## src/rtl/ppio_pkg.sv

```systemverilog
package ppio_pkg;

  localparam int PW = 8;

  typedef enum logic [1:0] {
    SEL_A   = 2'd0,
    SEL_B   = 2'd1,
    SEL_C   = 2'd2,
    SEL_CTL = 2'd3
  } sel_e;

  typedef struct packed {
    logic [1:0] a_mode;
    logic       a_in;
    logic       cu_in;
    logic       b_mode;
    logic       b_in;
    logic       cl_in;
  } cfg_t;

  localparam cfg_t CFG_RESET = '{a_mode: 2'b00, a_in: 1'b1, cu_in: 1'b1,
                                 b_mode: 1'b0, b_in: 1'b1, cl_in: 1'b1};

  // Turn a configuration byte into the stored configuration fields.
  function automatic cfg_t decode_cfg(input logic [7:0] w);
    cfg_t c;
    c.a_mode = w[6] ? 2'b10 : {1'b0, w[5]};
    c.a_in   = w[4];
    c.cu_in  = w[3];
    c.b_mode = w[2];
    c.b_in   = w[1];
    c.cl_in  = w[0];
    return c;
  endfunction

  // Change the one port C latch bit picked by the command byte.
  function automatic logic [7:0] bsr_apply(input logic [7:0] cur,
                                           input logic [7:0] w);
    logic [7:0] r;
    r = cur;
    r[w[3:1]] = w[0];
    return r;
  endfunction

  // Choose, for each nibble, the latch or the pin sample as read data.
  function automatic logic [7:0] port_view(input logic [7:0] lat,
                                           input logic [7:0] pin,
                                           input logic hi_in,
                                           input logic lo_in);
    logic [7:0] v;
    v[7:4] = hi_in ? pin[7:4] : lat[7:4];
    v[3:0] = lo_in ? pin[3:0] : lat[3:0];
    return v;
  endfunction

endpackage

```

## src/rtl/ppio_wr_sync.sv

```systemverilog
module ppio_wr_sync #(
  parameter int SYNC_STAGES = 2
) (
  input  logic       clk,
  input  logic       rst_n,
  input  logic       cs_n,
  input  logic       wr_n,
  input  logic [1:0] addr,
  input  logic [7:0] din,
  output logic       commit,
  output logic [1:0] c_addr,
  output logic [7:0] c_data
);

  localparam int NS = (SYNC_STAGES < 2) ? 2 : SYNC_STAGES;

  logic [NS-1:0] sync_q;
  logic          wr_s;
  logic          wr_prev;
  logic          cap_cs_n;

  always_ff @(posedge clk or negedge rst_n) begin
    if (!rst_n) sync_q <= '1;
    else        sync_q <= {sync_q[NS-2:0], wr_n};
  end

  assign wr_s = sync_q[NS-1];

  always_ff @(posedge clk or negedge rst_n) begin
    if (!rst_n) begin
      wr_prev  <= 1'b1;
      cap_cs_n <= 1'b1;
      c_addr   <= '0;
      c_data   <= '0;
    end else begin
      wr_prev <= wr_s;
      if (!wr_s) begin
        cap_cs_n <= cs_n;
        c_addr   <= addr;
        c_data   <= din;
      end
    end
  end

  assign commit = wr_s & ~wr_prev & ~cap_cs_n;


  commit_single_chk: assert property (@(posedge clk) disable iff (!rst_n)
    commit |=> !commit);

endmodule

```

## src/rtl/ppio_cfg_reg.sv

```systemverilog
module ppio_cfg_reg
  import ppio_pkg::*;
(
  input  logic       clk,
  input  logic       rst_n,
  input  logic       commit,
  input  logic [1:0] c_addr,
  input  logic [7:0] c_data,
  output cfg_t       cfg,
  output logic       mode_wr,
  output logic       bsr_wr
);

  logic ctl_hit;

  assign ctl_hit = commit && (sel_e'(c_addr) == SEL_CTL);
  assign mode_wr = ctl_hit &&  c_data[7];
  assign bsr_wr  = ctl_hit && !c_data[7];

  always_ff @(posedge clk or negedge rst_n) begin
    if (!rst_n)       cfg <= CFG_RESET;
    else if (mode_wr) cfg <= decode_cfg(c_data);
  end


  cfg_load_chk: assert property (@(posedge clk) disable iff (!rst_n)
    mode_wr |=> (cfg.a_in == $past(c_data[4]) && cfg.b_in == $past(c_data[1])
                 && cfg.cu_in == $past(c_data[3]) && cfg.cl_in == $past(c_data[0])));


  grp_mode_chk: assert property (@(posedge clk) disable iff (!rst_n)
    mode_wr |=> (cfg.b_mode == $past(c_data[2]) && cfg.a_mode != 2'b11
                 && cfg.a_mode[1] == $past(c_data[6])));


  cfg_hold_chk: assert property (@(posedge clk) disable iff (!rst_n)
    !commit |=> $stable(cfg));

endmodule

```

## src/rtl/ppio_latches.sv

```systemverilog
module ppio_latches
  import ppio_pkg::*;
(
  input  logic       clk,
  input  logic       rst_n,
  input  logic       commit,
  input  logic [1:0] c_addr,
  input  logic [7:0] c_data,
  input  logic       mode_wr,
  input  logic       bsr_wr,
  output logic [7:0] lat_a,
  output logic [7:0] lat_b,
  output logic [7:0] lat_c
);

  always_ff @(posedge clk or negedge rst_n) begin
    if (!rst_n) begin
      lat_a <= '0;
      lat_b <= '0;
      lat_c <= '0;
    end else if (mode_wr) begin
      lat_a <= '0;
      lat_b <= '0;
      lat_c <= '0;
    end else if (bsr_wr) begin
      lat_c <= bsr_apply(lat_c, c_data);
    end else if (commit) begin
      case (sel_e'(c_addr))
        SEL_A:   lat_a <= c_data;
        SEL_B:   lat_b <= c_data;
        SEL_C:   lat_c <= c_data;
        default: ;
      endcase
    end
  end


  mode_clear_chk: assert property (@(posedge clk) disable iff (!rst_n)
    mode_wr |=> (lat_a == '0 && lat_b == '0 && lat_c == '0));


  bsr_keep_chk: assert property (@(posedge clk) disable iff (!rst_n)
    bsr_wr |=> ((($past(lat_c) ^ lat_c) & ~(8'h01 << $past(c_data[3:1]))) == 8'h00));


  bsr_value_chk: assert property (@(posedge clk) disable iff (!rst_n)
    bsr_wr |=> (lat_c[$past(c_data[3:1])] == $past(c_data[0])));


  port_a_load_chk: assert property (@(posedge clk) disable iff (!rst_n)
    (commit && c_addr == 2'd0) |=> (lat_a == $past(c_data)));


  latch_hold_chk: assert property (@(posedge clk) disable iff (!rst_n)
    !commit |=> ($stable(lat_a) && $stable(lat_b) && $stable(lat_c)));

endmodule

```

## src/rtl/ppio_ctrl.sv

```systemverilog
module ppio_ctrl
  import ppio_pkg::*;
#(
  parameter int SYNC_STAGES = 2
) (
  input  logic       clk,
  input  logic       rst_n,
  input  logic       cs_n,
  input  logic       rd_n,
  input  logic       wr_n,
  input  logic [1:0] addr,
  input  logic [7:0] din,
  output logic [7:0] dout,
  input  logic [7:0] pa_in,
  output logic [7:0] pa_out,
  output logic [7:0] pa_oe,
  input  logic [7:0] pb_in,
  output logic [7:0] pb_out,
  output logic [7:0] pb_oe,
  input  logic [7:0] pc_in,
  output logic [7:0] pc_out,
  output logic [7:0] pc_oe,
  output logic [1:0] grp_a_mode,
  output logic       grp_b_mode
);

  localparam int HALF = PW / 2;

  logic       commit;
  logic [1:0] c_addr;
  logic [7:0] c_data;
  cfg_t       cfg;
  logic       mode_wr;
  logic       bsr_wr;
  logic [7:0] lat_a, lat_b, lat_c;
  logic [7:0] smp_a, smp_b, smp_c;
  logic       rd_act;

  ppio_wr_sync #(.SYNC_STAGES(SYNC_STAGES)) u_sync (
    .clk(clk), .rst_n(rst_n), .cs_n(cs_n), .wr_n(wr_n), .addr(addr),
    .din(din), .commit(commit), .c_addr(c_addr), .c_data(c_data)
  );

  ppio_cfg_reg u_cfg (
    .clk(clk), .rst_n(rst_n), .commit(commit), .c_addr(c_addr),
    .c_data(c_data), .cfg(cfg), .mode_wr(mode_wr), .bsr_wr(bsr_wr)
  );

  ppio_latches u_lat (
    .clk(clk), .rst_n(rst_n), .commit(commit), .c_addr(c_addr),
    .c_data(c_data), .mode_wr(mode_wr), .bsr_wr(bsr_wr),
    .lat_a(lat_a), .lat_b(lat_b), .lat_c(lat_c)
  );

  always_ff @(posedge clk or negedge rst_n) begin
    if (!rst_n) begin
      smp_a <= '0;
      smp_b <= '0;
      smp_c <= '0;
    end else begin
      smp_a <= pa_in;
      smp_b <= pb_in;
      smp_c <= pc_in;
    end
  end

  assign pa_out = lat_a;
  assign pb_out = lat_b;
  assign pc_out = lat_c;
  assign pa_oe  = {PW{~cfg.a_in}};
  assign pb_oe  = {PW{~cfg.b_in}};
  assign pc_oe  = {{HALF{~cfg.cu_in}}, {HALF{~cfg.cl_in}}};
  assign grp_a_mode = cfg.a_mode;
  assign grp_b_mode = cfg.b_mode;

  assign rd_act = !cs_n && !rd_n;

  always_comb begin
    dout = '0;
    if (rd_act) begin
      case (sel_e'(addr))
        SEL_A:   dout = port_view(lat_a, smp_a, cfg.a_in, cfg.a_in);
        SEL_B:   dout = port_view(lat_b, smp_b, cfg.b_in, cfg.b_in);
        SEL_C:   dout = port_view(lat_c, smp_c, cfg.cu_in, cfg.cl_in);
        default: dout = '0;
      endcase
    end
  end


  idle_bus_chk: assert property (@(posedge clk) disable iff (!rst_n)
    (cs_n || rd_n) |-> (dout == 8'h00));


  ctl_read_chk: assert property (@(posedge clk) disable iff (!rst_n)
    (!cs_n && !rd_n && addr == 2'd3) |-> (dout == 8'h00));


  oe_follow_chk: assert property (@(posedge clk) disable iff (!rst_n)
    mode_wr |=> (pa_oe[0] == ~$past(c_data[4]) && pc_oe[7] == ~$past(c_data[3])
                 && pc_oe[0] == ~$past(c_data[0]) && pb_oe[0] == ~$past(c_data[1])));

endmodule

```

## config.mk

```make
export PLATFORM = sky130hd
export DESIGN_NAME = ppio_ctrl
export DESIGN_NICKNAME = d
export VERILOG_FILES = /design/src/rtl/ppio_pkg.sv /design/src/rtl/ppio_wr_sync.sv /design/src/rtl/ppio_cfg_reg.sv /design/src/rtl/ppio_latches.sv /design/src/rtl/ppio_ctrl.sv
export SDC_FILE = /design/constraint.sdc
export NUM_CORES = 1
export LEC_CHECK = 0
export BUFFER_PORTS_ARGS = -buffer_cell sky130_fd_sc_hd__buf_2
export CAP_MARGIN = 20
export CORE_AREA = 2 2 61 120
export DETAILED_ROUTE_END_ITERATION = 7
export DIE_AREA = 0 0 63 122
export GPL_ROUTABILITY_DRIVEN = 0
export HOLD_SLACK_MARGIN = 0.1
export PLACE_DENSITY = 0.74
export SLEW_MARGIN = 0
export SYNTH_ARGS = -nofsm -noshare
export SYNTH_HDL_FRONTEND = slang
export SYNTH_SLANG_ARGS = --single-unit
```

## constraint.sdc

```tcl
create_clock -name clk -period 2.42 [get_ports clk]
set_input_delay 0.363 -clock clk [delete_from_list [all_inputs] [get_ports clk]]
set_output_delay 0.363 -clock clk [all_outputs]
set_load 0.02 [all_outputs]
```

==> results of run 1 <==
[synthesized netlist by cell type, types with 2 or more instances]
cell	instances
inv_1	12
nand3b_1	4
a32o_1	7
nand2_1	6
a211oi_1	4
nor2_1	6
dfstp_2	8
dfrtp_1	61
a21oi_1	12
clkbuf_1	11
mux2_2	34
o22ai_1	4
or3b_2	3
mux2i_1	18
o2bb2ai_1	2
nor2b_1	8
a22oi_1	4
or3_1	2
buf_2	6
o32a_1	5
buf_4	22
nand3_1	2
nand4bb_1	2
o21ai_0	7
[sequential cells by signal, indices dropped and copies added, names as in the netlist, 7 cells and up]
| name | cells |
|---|---|
| smp_a | 8 |
| smp_c | 8 |
| u_lat.lat_c | 8 |
| u_sync.c_data | 8 |
| smp_b | 8 |
| u_lat.lat_a | 8 |
| u_lat.lat_b | 8 |
| u_cfg.cfg | 7 |
[per-layer routing]
layer | up-vias | wire length, microns | GRT usage | part of all wire
met3 | 16 | 489 | 0.0480 | 0.061
met2 | 105 | 4270 | 0.382 | 0.53
met5 | - | 0 | 0 | 0
met1 | 1208 | 3070 | 0.261 | 0.38
li1 | 1128 | - | - | -
met4 | 0 | 184 | 0.107 | 0.023
[power groups by stage]
stage          combinational, mW  sequential [mW]  clock, mW
4_1_cts                     1.33             1.68       1.24
3_5_place_dp                1.32             1.69          0
5_1_grt                     1.42             1.71       1.29
6_report                    1.31             1.67       1.22
2_1_floorplan              0.934             1.71          0
3_3_place_gp                1.30             1.68          0
[placed cells by master, fill, tap and decap left out, types with 3 or more instances in the layout]
master      n
o21ai_0     7
buf_4       7
clkbuf_16   9
buf_2      97
mux2_2     34
dfstp_2     8
nand3b_1    4
clkbuf_1    3
dfrtp_1    61
mux2i_1    18
a32o_1      7
nor2b_1     8
o22ai_1     4
a21oi_1    12
inv_1      12
a22oi_1     4
or3b_2      3
clkbuf_8    3
nand2_1     6
a211oi_1    4
nor2_1      6
o32a_1      5
[final cells by class]
cell class / instances / area [sq um]
Clock inverter: 1 / 5.00
Inverter: 13 / 48.8
Clock buffer: 15 / 278
Timing Repair Buffer: 106 / 568
Sequential cell: 69 / 1740
Multi-Input combinational cell: 150 / 1260
Tap cell: 90 / 113
Fill cell: 590 / 2830
[cell families after synthesis]
kind of cell           after synthesis  share of synthesized area
flip-flops                          69                      0.529
buffers and inverters               53                     0.0881
AO/OA/AOI/OAI                       56                      0.128
AND/OR/NAND/NOR                     41                     0.0789
multiplexers                        53                      0.176
[per-stage QoR]
step	utilization	hold slack (ns)	worst slack, ns
6_report	0.586	0.138	0.181
5_1_grt	0.586	0.128	0.0929
4_1_cts	0.586	0.124	0.176
3_5_place_dp	0.543	0.293	0.525
3_3_place_gp	0.543	0.279	0.568
2_1_floorplan	-	0.0674	0.604
[worst max path at each step]
stage              end                startpoint  cells after the start  slack [ns]
2_1_floorplan  dout[4]                   addr[0]                      4        0.60
3_3_place_gp   dout[7]                   addr[0]                      5        0.57
3_5_place_dp   dout[7]                   addr[0]                      5        0.53
4_1_cts        dout[5]  u_cfg.cfg[4]$_DFFE_PN1P_                      4        0.18
5_1_grt        dout[5]  u_cfg.cfg[4]$_DFFE_PN1P_                      4        0.09
6_report       dout[5]  u_cfg.cfg[4]$_DFFE_PN1P_                      4        0.18
==> reports/results.txt, run 1 <==
Worst EP required -> 2.06 ns
Post-synth EDFFs -> 0
Reg power frac -> 0.398
Cell Int Power -> 2.73 mW
RSZ-0062 raised after global routing -> false
antenna diode count -> 0
clock slew at reported path FFs -> 0.05 ns
first-pass GRT wire length -> 12800 microns
WP data arrival -> 1.88 ns
initial antenna violation count -> 0
Layout area overhead -> 22.0%
Syn Inst Count -> 272
Post-Route Setup TNS -> 0 ns
layout cells sized above 1 -> 0.469
pwr dens -> 1050 nW/um^2
post-synth top area share -> 0.465
status -> completed
# clock sinks -> 69
placed cells -> 427
worst-path fanout max -> 10
vias per std cell -> 5.53
die extent in x -> 63 microns
Peak VDD IR -> 722 uV
critical path buffer and inverter count -> 1
residual DRC count -> 0
Initial DRC Count -> 122
Post-CTS Setup Inserts -> 0
register area share after synthesis -> 0.529
most used flip-flop cell after synthesis -> dfrtp_1
Final nets -> 388
CP cell instances -> mux2_2 > a22oi_1 > a21oi_1 > buf_2
async set or reset register ratio after synthesis -> 1.00
Yosys warnings -> 0
crit path kind -> flip-flop to output port
Die ar. -> 7690 sq um
hold buffers post-CTS -> 1
WL final -> 8020 microns
final std cells w/o fill -> 444
r2r startpoint -> u_sync.sync_q[1]$_DFF_PN1_
fin area -> 4010 sq um
Routed Antenna Nets -> 0
Post-Route Skew -> 0.00560 ns
Hold Vio Cnt, Final -> 0
Tmin final -> 2.24 ns
Clock Path Buffers -> 2
total grt overflow -> 0
Row Count -> 43
FMAX -> 0.447 GHz
root buf cell -> clkbuf_16
IO Port Bufs -> 97
Lkg Pwr -> 1.82 nW
Worst setup SP type -> flip-flop
placed inst area -> 3710 sq um
largest cells by area after synthesis -> dfrtp_1, mux2_2, dfstp_2
drt pass-1 iters -> 4
max-cap viol count -> 0
vias -> 2457
Final Slew Violations -> 0
CP Capture Type -> output port
Worst path slowest cell -> dfstp_2
Mapped Nets -> 311
post-route clock period utilization -> 0.925
synthesized area per cell -> 12.1 sq um
clock tree from TritonCTS -> done
WHS Path Cells -> 1
hold endpoint -> smp_a[7]$_DFF_PN0_
post-DP HPWL -> 5950 microns
Starting Density -> 0.480
CP max stage delay -> 0.68 ns
Die Y -> 122 microns
Clock power frac -> 0.290
number of global-route vias before repair -> 2468
Tot Pwr -> 4.21 mW
P_sw -> 1.47 mW
Tightest Pin Transition -> 0.578 ns
Synth Register Bits -> 69
Max-slew headroom -> 0.613
Yosys top cell by area -> dfrtp_1
I/O pins -> 98
Hold Startpoint -> pa_in[7]
CTS resizes -> 0
WL/cell -> 18.1 microns
Reg-to-Reg End -> u_lat.lat_a[0]$_DFFE_PN0P_
delay-heaviest family, CP -> flip-flops
core area -> 6830 sq um
H-tree depth -> 3
number of distinct library cells after synthesis -> 46
Hold Crit Class -> input pin to flip-flop
combinational power share -> 0.312
Switching Share -> 0.350
flop2flop setup slack -> 0.51 ns
setup violators final -> 0
clock buffer count from CTS -> 9
largest net degree at the start of global routing -> 36
mapped cell area -> 3280 sq um
Total GRT Usage -> 0.222
Worst-Skew Late Latency -> 0.33 ns
Worst R2R Path Depth -> 3
No activity file was read; power rests on OpenSTA's default activity.
==> run 2, diff against run 1 <==
==> constraint.sdc (replaced) <==
create_clock -name clk -period 2.42 [get_ports clk]
set_input_delay 0.363 -clock clk [delete_from_list [all_inputs] [get_ports clk]]
set_output_delay 0.363 -clock clk [all_outputs]
set_load 0.01 [all_outputs]
==> run 2 against run 1 <==
  * Utilization rose by 0.31 points
  * Worst setup slack got worse by 0.0091 ns
  * First-iteration DRC count up 26%
==> reports/results.txt, run 2 (synthesis gave the netlist of run 1 again) <==
Initial DRC Count -> 154
WHS Path Cells -> 1
hold_ws -> 0.128 ns
hold endpoint -> u_sync.sync_q[0]$_DFF_PN1_
root buf cell -> clkbuf_16
commonest non-fill, non-tap cell in the layout -> buf_2
final std cells w/o fill -> 443
Lkg Pwr -> 1.82 nW
status -> completed
drt pass-1 iters -> 4
vias per std cell -> 5.51
WL met2 -> 4110 microns
Met1 Wirelength -> 3190 microns
I/O pins -> 98
Final Slew Violations -> 0
Reg-to-Reg End -> u_lat.lat_a[0]$_DFFE_PN0P_
Hold Startpoint -> wr_n
Routed Antenna Nets -> 0
Worst path slowest cell -> dfstp_2
pwr dens -> 1010 nW/um^2
Hold Vio Cnt, Final -> 0
IO Port Bufs -> 97
clock slew at reported path FFs -> 0.05 ns
Worst R2R Path Depth -> 3
layout cells sized above 1 -> 0.470
Met3 Wirelength -> 401 microns
total grt overflow -> 0
Clock Path Buffers -> 2
residual DRC count -> 0
Worst-Skew Late Latency -> 0.33 ns
Tmin final -> 2.25 ns
Peak VDD IR -> 533 uV
DR top layer -> met4
post-route clock period utilization -> 0.929
PnR worst setup slack -> 0.172 ns
Die ar. -> 7690 sq um
worst-path fanout max -> 10
Worst setup SP type -> flip-flop
flop2flop setup slack -> 0.51 ns
Max-slew headroom -> 0.576
# clock sinks -> 69
post-DP HPWL -> 5950 microns
WL final -> 8030 microns
Post-CTS Setup Inserts -> 0
largest net degree at the start of global routing -> 31
initial antenna violation count -> 0
core area -> 6830 sq um
placed cells -> 427
number of global-route vias before repair -> 2505
H-tree depth -> 3
WP data arrival -> 1.88 ns
CP Capture Type -> output port
r2r startpoint -> u_sync.sync_q[1]$_DFF_PN1_
FMAX -> 0.445 GHz
RSZ-0062 raised after global routing -> false
commonest non-fill, non-tap cells in the layout -> buf_2, dfrtp_1, mux2_2
clock tree from TritonCTS -> done
CP max stage delay -> 0.69 ns
setup violators final -> 0
Post-Route Skew -> 0.00766 ns
dpl ws -> 0.509 ns
antenna diode count -> 0
vias -> 2442
Hold Crit Class -> input pin to flip-flop
first-pass GRT wire length -> 12900 microns
WL/cell -> 18.1 microns
Worst EP required -> 2.06 ns
Final nets -> 388
clock buffer count from CTS -> 9
die extent in x -> 63 microns
Starting Density -> 0.480
Tightest Pin Transition -> 0.631 ns
crit path kind -> flip-flop to output port
Layout area overhead -> 22.7%
Post-Route Setup TNS -> 0 ns
Row Count -> 43
Die Y -> 122 microns
CP cell instances -> mux2_2 > a22oi_1 > a21oi_1 > buf_2
max-cap viol count -> 0
Total GRT Usage -> 0.229
## run 2: cell count changes in the layout (fill, tap and decap cells not counted)
cell	previous run	this run
clkbuf_1	3	2
bufinv_16	0	1
clkinv_2	1	0
## run 2: metrics by stage
stage	total power [mW]	util	instance area, sq um
2_1_floorplan	2.41	-	3280
3_3_place_gp	2.75	0.543	3710
3_5_place_dp	2.78	0.543	3710
4_1_cts	4.12	0.589	4030
5_1_grt	4.29	0.589	4030
6_report	4.08	0.589	4030
## run 2: how the worst max path moves through the flow
stage                                      start                         end  cells past startpoint
finish                  u_cfg.cfg[4]$_DFFE_PN1P_                     dout[6]                      4
global route            u_cfg.cfg[4]$_DFFE_PN1P_                     dout[3]                      4
CTS                     u_cfg.cfg[4]$_DFFE_PN1P_                     dout[6]                      4
detailed placement  u_sync.c_addr[0]$_DFFE_PN0N_    u_cfg.cfg[6]$_DFFE_PN0P_                      3
global placement      u_sync.sync_q[1]$_DFF_PN1_  u_lat.lat_a[0]$_DFFE_PN0P_                      3
floorplan             u_sync.sync_q[1]$_DFF_PN1_  u_lat.lat_a[0]$_DFFE_PN0P_                      4
## run 2: repair_timing
action,CTS,global route
hold endpoints to repair,21,0
gates resized for setup,0,0
setup endpoints to repair,0,0
hold buffers,1,0
## run 2: critical path, delay by kind of cell, from the launching register on
family / cells / cell delay, ns
mux: 1 / 0.40
buf+inv: 1 / 0.15
flops: 1 / 0.69
compound gates: 2 / 0.32
## run 2: final cells by class
type                            count  area, sq um
Clock inverter                      1         30.0
Clock buffer                       14          274
Tap cell                           90          113
Timing Repair Buffer              106          568
Sequential cell                    69         1740
Multi-Input combinational cell    150         1260
Fill cell                         586         2810
Inverter                           13         48.8
## run 2: power by group
| group | total [mW] | switching (mW) | internal (mW) |
|---|---|---|---|
| Clock | 1.32 | 0.448 | 0.876 |
| Combinational | 1.09 | 0.528 | 0.564 |
| Sequential | 1.67 | 0.275 | 1.39 |
| Total | 4.08 | 1.25 | 2.83 |
## run 2: routing by layer
metal	GRT usage	up-vias
met5	0	-
met4	0.128	0
met3	0.0628	25
met2	0.382	95
met1	0.262	1199
li1	-	1123
